`config.mk`:
```
export PLATFORM = sky130hd
export DESIGN_NAME = i2c_stat_track
export DESIGN_NICKNAME = d
export VERILOG_FILES = /design/src/rtl/i2c_stat_pkg.sv /design/src/rtl/own_addr_reg.sv /design/src/rtl/bus_status.sv /design/src/rtl/addr_match.sv /design/src/rtl/i2c_stat_track.sv
export SDC_FILE = /design/constraint.sdc
export NUM_CORES = 1
export LEC_CHECK = 0
export ABC_AREA = 1
export BUFFER_PORTS_ARGS = -buffer_cell sky130_fd_sc_hd__buf_2
export CORE_UTILIZATION = 36
export CTS_CLUSTER_DIAMETER = 40
export CTS_CLUSTER_SIZE = 25
export DETAILED_ROUTE_END_ITERATION = 16
export PLACE_DENSITY = 0.72
export SLEW_MARGIN = 20
export SYNTH_ARGS = -nofsm -noshare
export SYNTH_HDL_FRONTEND = slang
export SYNTH_SLANG_ARGS = --single-unit
```
`constraint.sdc`:
```
create_clock -name clk_i -period 0.9 [get_ports clk_i]
set_input_delay 0.18 -clock clk_i [delete_from_list [all_inputs] [get_ports clk_i]]
set_output_delay 0.18 -clock clk_i [all_outputs]
set_load 0.005 [all_outputs]
```
`src/rtl/i2c_stat_pkg.sv`:
```
package i2c_stat_pkg;
  parameter int unsigned ADDR_W = 7;
  parameter int unsigned BYTE_W = ADDR_W + 1;
  parameter int unsigned DATA_W = 32;

  typedef struct packed {
    logic busy;
    logic ack_nak;
    logic rw;
  } stat_t;

  localparam int unsigned STAT_W = $bits(stat_t);
endpackage

```
`src/rtl/own_addr_reg.sv`:
```
module own_addr_reg #(
  parameter int unsigned AW = 7
) (
  input  logic          clk_i,
  input  logic          por_ni,
  input  logic          we_i,
  input  logic          lock_i,
  input  logic [AW-1:0] wdata_i,
  output logic [AW-1:0] addr_o
);
  // power-on reset only: survives processor reset
  always_ff @(posedge clk_i or negedge por_ni) begin
    if (!por_ni)              addr_o <= '0;
    else if (we_i && !lock_i) addr_o <= wdata_i;
  end

  AST_WR_TAKEN: assert property (@(posedge clk_i) disable iff (!por_ni)
    (we_i && !lock_i) |=> addr_o == $past(wdata_i));
  AST_WR_LOCKED: assert property (@(posedge clk_i) disable iff (!por_ni)
    (we_i && lock_i) |=> $stable(addr_o));
endmodule

```
`src/rtl/bus_status.sv`:
```
module bus_status
  import i2c_stat_pkg::*;
(
  input  logic  clk_i,
  input  logic  rst_ni,
  input  logic  start_i,
  input  logic  stop_i,
  input  logic  addr_done_i,
  input  logic  rw_bit_i,
  input  logic  ack_valid_i,
  input  logic  ack_bit_i,
  output stat_t stat_o
);
  always_ff @(posedge clk_i or negedge rst_ni) begin
    if (!rst_ni) begin
      stat_o <= '0;
    end else begin
      if (stop_i)       stat_o.busy <= 1'b0;
      else if (start_i) stat_o.busy <= 1'b1;
      // STOP wins over a coincident address byte
      if (stop_i)           stat_o.rw <= 1'b0;
      else if (addr_done_i) stat_o.rw <= rw_bit_i;
      if (ack_valid_i) stat_o.ack_nak <= ack_bit_i;
    end
  end

  AST_BUSY_SET: assert property (@(posedge clk_i) disable iff (!rst_ni)
    (start_i && !stop_i) |=> stat_o.busy);
  AST_BUSY_CLR: assert property (@(posedge clk_i) disable iff (!rst_ni)
    stop_i |=> !stat_o.busy);
  AST_RW_CLR: assert property (@(posedge clk_i) disable iff (!rst_ni)
    stop_i |=> !stat_o.rw);
  AST_RW_CAPT: assert property (@(posedge clk_i) disable iff (!rst_ni)
    (addr_done_i && !stop_i) |=> stat_o.rw == $past(rw_bit_i));
  AST_ACK_UPD: assert property (@(posedge clk_i) disable iff (!rst_ni)
    ack_valid_i |=> stat_o.ack_nak == $past(ack_bit_i));
  AST_ACK_HOLD: assert property (@(posedge clk_i) disable iff (!rst_ni)
    !ack_valid_i |=> $stable(stat_o.ack_nak));
endmodule

```
`src/rtl/addr_match.sv`:
```
module addr_match #(
  parameter int unsigned AW = 7
) (
  input  logic          done_i,
  input  logic          master_i,
  input  logic [AW:0]   byte_i,
  input  logic [AW-1:0] own_i,
  output logic          match_o
);
  logic [AW-1:0] bit_eq;

  for (genvar i = 0; i < AW; i++) begin : g_cmp
    assign bit_eq[i] = ~(byte_i[i+1] ^ own_i[i]);
  end

  assign match_o = done_i & ~master_i & (&bit_eq);
endmodule

```
`src/rtl/i2c_stat_track.sv`:
```
module i2c_stat_track
  import i2c_stat_pkg::*;
(
  input  logic              clk_i,
  input  logic              rst_ni,
  input  logic              por_ni,
  input  logic              start_i,
  input  logic              stop_i,
  input  logic              addr_done_i,
  input  logic [BYTE_W-1:0] addr_byte_i,
  input  logic              ack_valid_i,
  input  logic              ack_bit_i,
  input  logic              is_master_i,
  input  logic              addr_we_i,
  input  logic [ADDR_W-1:0] addr_wdata_i,
  input  logic              rd_sel_i,
  output logic [DATA_W-1:0] rd_data_o,
  output logic              match_o
);
  localparam int unsigned ADDR_PAD = DATA_W - ADDR_W;
  localparam int unsigned STAT_PAD = DATA_W - STAT_W;

  logic [ADDR_W-1:0] own_addr;
  stat_t             stat;

  own_addr_reg #(.AW(ADDR_W)) u_addr (
    .clk_i   (clk_i),
    .por_ni  (por_ni),
    .we_i    (addr_we_i),
    .lock_i  (stat.busy),
    .wdata_i (addr_wdata_i),
    .addr_o  (own_addr)
  );

  bus_status u_stat (
    .clk_i       (clk_i),
    .rst_ni      (rst_ni),
    .start_i     (start_i),
    .stop_i      (stop_i),
    .addr_done_i (addr_done_i),
    .rw_bit_i    (addr_byte_i[0]),
    .ack_valid_i (ack_valid_i),
    .ack_bit_i   (ack_bit_i),
    .stat_o      (stat)
  );

  addr_match #(.AW(ADDR_W)) u_match (
    .done_i   (addr_done_i),
    .master_i (is_master_i),
    .byte_i   (addr_byte_i),
    .own_i    (own_addr),
    .match_o  (match_o)
  );

  always_comb begin
    if (rd_sel_i) rd_data_o = {{ADDR_PAD{1'b0}}, own_addr};
    else          rd_data_o = {{STAT_PAD{1'b0}}, stat.busy, stat.ack_nak, stat.rw};
  end

  AST_MATCH_STROBE: assert property (@(posedge clk_i) disable iff (!rst_ni || !por_ni)
    match_o |-> (addr_done_i && !is_master_i));
  AST_MATCH_ADDR: assert property (@(posedge clk_i) disable iff (!rst_ni || !por_ni)
    match_o |-> addr_byte_i[BYTE_W-1:1] == own_addr);
endmodule

```
# Word level (Yosys, flattened, before mapping)
# Index checks and enable logic that the tools add are counted.
totals:
  ff_bits: 10
  latchBits: 0
  ram_bits: 0
  romBits: 0
  out_inout_bits: 33
  word_cells: 31
  mem_count: 0
classes:
  add_sub_neg: 0
  n_mul: 0
  n_div: 0
  n_lt_le_gt_ge: 0
  eq_ne: 0
  n_shift: 0
  muxes: 5
  bitwise: 17
  reduce_logical: 5
op_table:
  columns: ["op", "n"]
  rows:
  - ["NOT 1 bit", 8]
  - ["2-to-1 mux 7 bit", 1]
  - ["AND reduction 7 bit", 1]
  - ["bitwise XOR 1 bit", 7]
  - ["2-to-1 mux 1 bit", 4]
  - ["nonzero test 2 bit", 2]
  - ["AND 1 bit", 2]
  - ["logical AND 1 bit", 1]
  - ["zero test 1 bit", 1]

# Depth between registers and ports, before layout
depth:
  ltp_word: 4
  ltp_mapped: 6

# Modules after synthesis
# Synthesis repeated with hierarchy kept, for this count alone.
hier_totals:
  cells_unflattened: 131
  hier_area_um2: 825.8
by_module_without_submodules:
  columns: ["module", "n_inst", "cells_per_inst", "area_per_inst_um2"]
  rows:
  - ["own_addr_reg", 1, 31, 289.0]
  - ["i2c_stat_track", 1, 45, 264.0]
  - ["addr_match", 1, 42, 157.7]
  - ["bus_status", 1, 13, 115.1]

# Least setup slack after synthesis
# No wires, ideal clock.
synth_path:
  path_kind: "register to output"
  start: "reg u_addr.addr_o[3]"
  end: "out match_o"
  t_arrival_ns: 0.726
  setup_slack_ns: -0.006
  stages_incl_launch_ff: 7
  path_buffers: 0
  path_cell_list: "dfrtp_1 > inv_2 > nand2_2 > nand2_1 > nor2_1 > nand2_1 > nor2_1"
synth_via:
  elab_chain_cells: 4
synth_lines:
  columns: ["element", "line", "rtl"]
  rows:
  - ["start, declared", "own_addr_reg.sv:9", "output logic [AW-1:0] addr_o"]
  - ["start signal, assigned", "own_addr_reg.sv:14", "else if (we_i && !lock_i) addr_o <= wdata_i;"]
  - ["bitwise XOR 1 bit", "addr_match.sv:13", "assign bit_eq[i] = ~(byte_i[i+1] ^ own_i[i]);"]
  - ["NOT 1 bit", "addr_match.sv:13", null]
  - ["AND reduction 7 bit", "addr_match.sv:16", "assign match_o = done_i & ~master_i & (&bit_eq);"]
  - ["AND 1 bit", "addr_match.sv:16", null]
  - ["end, declared", "i2c_stat_track.sv:18", "output logic match_o"]
# No other way between the ends.

# Worst setup path in the final report
layout_path:
  start: "reg u_addr.addr_o[1]"
  end: "out match_o"
# Same word-level chain as after synthesis.

==> results.yml <==
yosys:
  synth.top_cell.area_share_pct: 31.0
  syn_area_um2: 807
  ys_seq_elements: 10
  ys_top_cells_by_area: "dfrtp_1, buf_4, nand2_1"
  ys_seq_area_share_pct: 31.0
  yosysMostFrequentCell: "nand2_1"
  yosysWarnings: 0
  synth_edf_count: 0
  netlist_top_cells_count: "nand2_1, buf_4, inv_1"
  syn_avg_cell_area_um2: 6.73
  synth_top_area_cell: "dfrtp_1"
  yosysUniqueCellTypes: 16
  ys_async_sr_fraction_pct: 100
  ys.flop_type: "dfrtp_1"
  synthCells: 120
global_route:
  track_usage_pct: 14.0
  overflow: 0
  grt_pass1_vias: 693
  grt_max_degree: 13
  grt_pass1_wl_um: 2590
  grt_antenna_before_repair: 0
place:
  detailed_place_hpwl_um: 1260
  port_buffers: 33
  routabilityCongestion: 0.747
  placed_cell_area_um2: 952
critical_path:
  cpPeakStageDelay_ns: 0.37
  cp_num_cells: 7
  cp_max_fo: 3
  worstSetupStartpointType: "register"
  crit_start: "u_addr.addr_o[1]$_DFFE_PN0P_"
  cp_top_family: "flip-flops"
  r2r-end: "u_addr.addr_o[6]$_DFFE_PN0P_"
  crit_slowest_cell: "dfrtp_1"
  crit_required_ns: 0.72
  end_kind: "output pin"
  critPathKind: "reg2out"
  cp.buffers_inverters: 2
  reg2reg_from: "u_stat.stat_o[2]$_DFFE_PN0P_"
  crit_path_frequent_cell: "nand2_1"
  crit_path_end: "match_o"
  r2r_cells: 5
  r2r_setup_slack_ns: -0.05
  path_cells: "inv_1, nand2_1, nand2_1, nor2_2, nand2_1, nor2_1, buf_2"
  crit_arrival_ns: 1.16
outcome:
  violations: "negative setup slack"
  status: "complete, but fails checks"
power:
  cellLeakagePower_nw: 0.679
  total_power_w: 0.00132
  power.density_nw_per_um2: 1210
  worst_ir_drop_vdd_mv: 0.604
sta:
  rsz0062_at_grt: "true"
  fin_crit_sh_pct: 149
  hold_viol: 0
  skew_ns: 0.00267
  setup_viol: 15
  fin_ws_ns: -0.438
  timing.fmax_mhz: 747
  maxSlewViolCount: 0
  fin_crit_ns: 1.34
finish:
  antenna_cells: 0
  area_delta_synth_final_pct: 35.7
  final_nets: 195
  n_fill_cell: 200
  drive_gt1_share_pct: 38.3
  design_area_um2: 1090
clocking:
  clkLatencyLatePin_ns: 0.27
  root_buffer: "clkbuf_4"
  htree_levels: 1
  cts_tree: "built"
  clock_sinks: 10
  clk_pin_slew_ns: 0.07
  cts_buffers: 3
  clock_path_buffers: 2
floorplanning:
  die-height_um: 49.3
  start_util_pct: 39.5
  core_area_um2: 2040
  rows: 16
  die_w_um: 49.3
  pin_count: 59
  die_area_um2: 2430
route:
  vias_per_cell: 3.96
  dr.first_iter.drc_count: 5
  routedWlPerCell_um: 8.82
  vias: 769
  wirelength_um: 1710
  drc_errors: 0
  drt-pass1-iter-count: 3
  detail-route-antenna-nets: 0
run:
  drv_cap: 0
worst_hold_path:
  hold_path_class: "in2reg"
-- sequential cells by signal, summed over array words and instances (netlist names) --
name	cells
u_stat.stat_o	3
u_addr.addr_o	7
-- power by group --
part	switching [W]	total [W]	internal (W)
clock	0.000161	0.000316	0.000155
sequential	0.0000373	0.000538	0.000501
combinational	0.000241	0.000470	0.000229
-- stage by stage --
step | hold slack (ns) | cells | setup WS [ns] | TNS (ns) | util [%]
2_1_floorplan | -0.116 | 144 | -0.00586 | -0.00586 | -
3_3_place_gp | -0.0227 | 185 | -0.180 | -0.480 | 46.6
3_5_place_dp | -0.0168 | 185 | -0.171 | -0.557 | 46.6
4_1_cts | 0.0661 | 190 | -0.465 | -1.95 | 49.3
5_1_grt | 0.0567 | 194 | -0.543 | -2.96 | 53.6
6_report | 0.0704 | 194 | -0.438 | -2.25 | 53.6
-- worst min path at each step --
stage | start | endpoint | slack, ns | depth (start not counted)
CTS | stop_i | u_stat.stat_o[2]$_DFFE_PN0P_ | 0.07 | 2
global placement | rst_ni | u_stat.stat_o[1]$_DFFE_PN0P_ | -0.02 | 1
floorplan | por_ni | u_addr.addr_o[0]$_DFFE_PN0P_ | -0.12 | 0
finish | stop_i | u_stat.stat_o[2]$_DFFE_PN0P_ | 0.07 | 2
global route | stop_i | u_stat.stat_o[2]$_DFFE_PN0P_ | 0.06 | 2
detailed placement | rst_ni | u_stat.stat_o[1]$_DFFE_PN0P_ | -0.02 | 1
-- area by class of cell --
| type | count | area, um2 | area share (%) |
|---|---|---|---|
| tap | 27 | 33.8 | 3.09 |
| inverter | 20 | 75.1 | 6.86 |
| timing repair buffer | 46 | 279 | 25.5 |
| sequential | 10 | 250 | 22.9 |
| clock buffer | 3 | 22.5 | 2.06 |
| multi-input combinational | 88 | 434 | 39.7 |
-- worst reg2reg max path, delay by kind of cell, from the launching register on --
family / cells / cell delay, ns
AO/OA/AOI/OAI: 1 / 0.04
buffers and inverters: 2 / 0.22
AND/OR/NAND/NOR: 2 / 0.18
flip-flops: 1 / 0.40
-- metal layers --
| layer | vias up | part of all wire [%] | GRT usage [%] |
|---|---|---|---|
| met5 | - | 0 | 0 |
| met4 | 0 | 2.9 | 10.3 |
| met3 | 5 | 6.5 | 2.18 |
| met2 | 43 | 50 | 24.7 |
| met1 | 322 | 41 | 14.9 |
| li1 | 399 | - | - |
-- cells by family (layout without fill, tap and decap cells) --
family	count (synthesis)	in the layout	synth area share, %
compound gates	10	10	7.91
buf+inv	47	69	34.6
flops	10	10	31.0
other cells	1	25	0.465
simple gates	52	53	26.0
-- cells in the final DEF (no fill, tap or decap), drive strengths merged --
master / n
o21ai: 4
dlygate4sd3: 2
nand2: 34
inv: 20
buf: 44
a21oi: 5
conb: 25
dfrtp: 10
nor2: 17
clkbuf: 3
a211oi: 1
nand3: 2
-- repair_timing --
action,in CTS,in global routing
gates cloned,0,1
buffers inserted,0,5
gates resized for setup,6,15
hold buffers,2,0
setup endpoints to repair,15,13
hold endpoints to repair,10,0
Note: power is estimated with default switching activity, not from simulation.
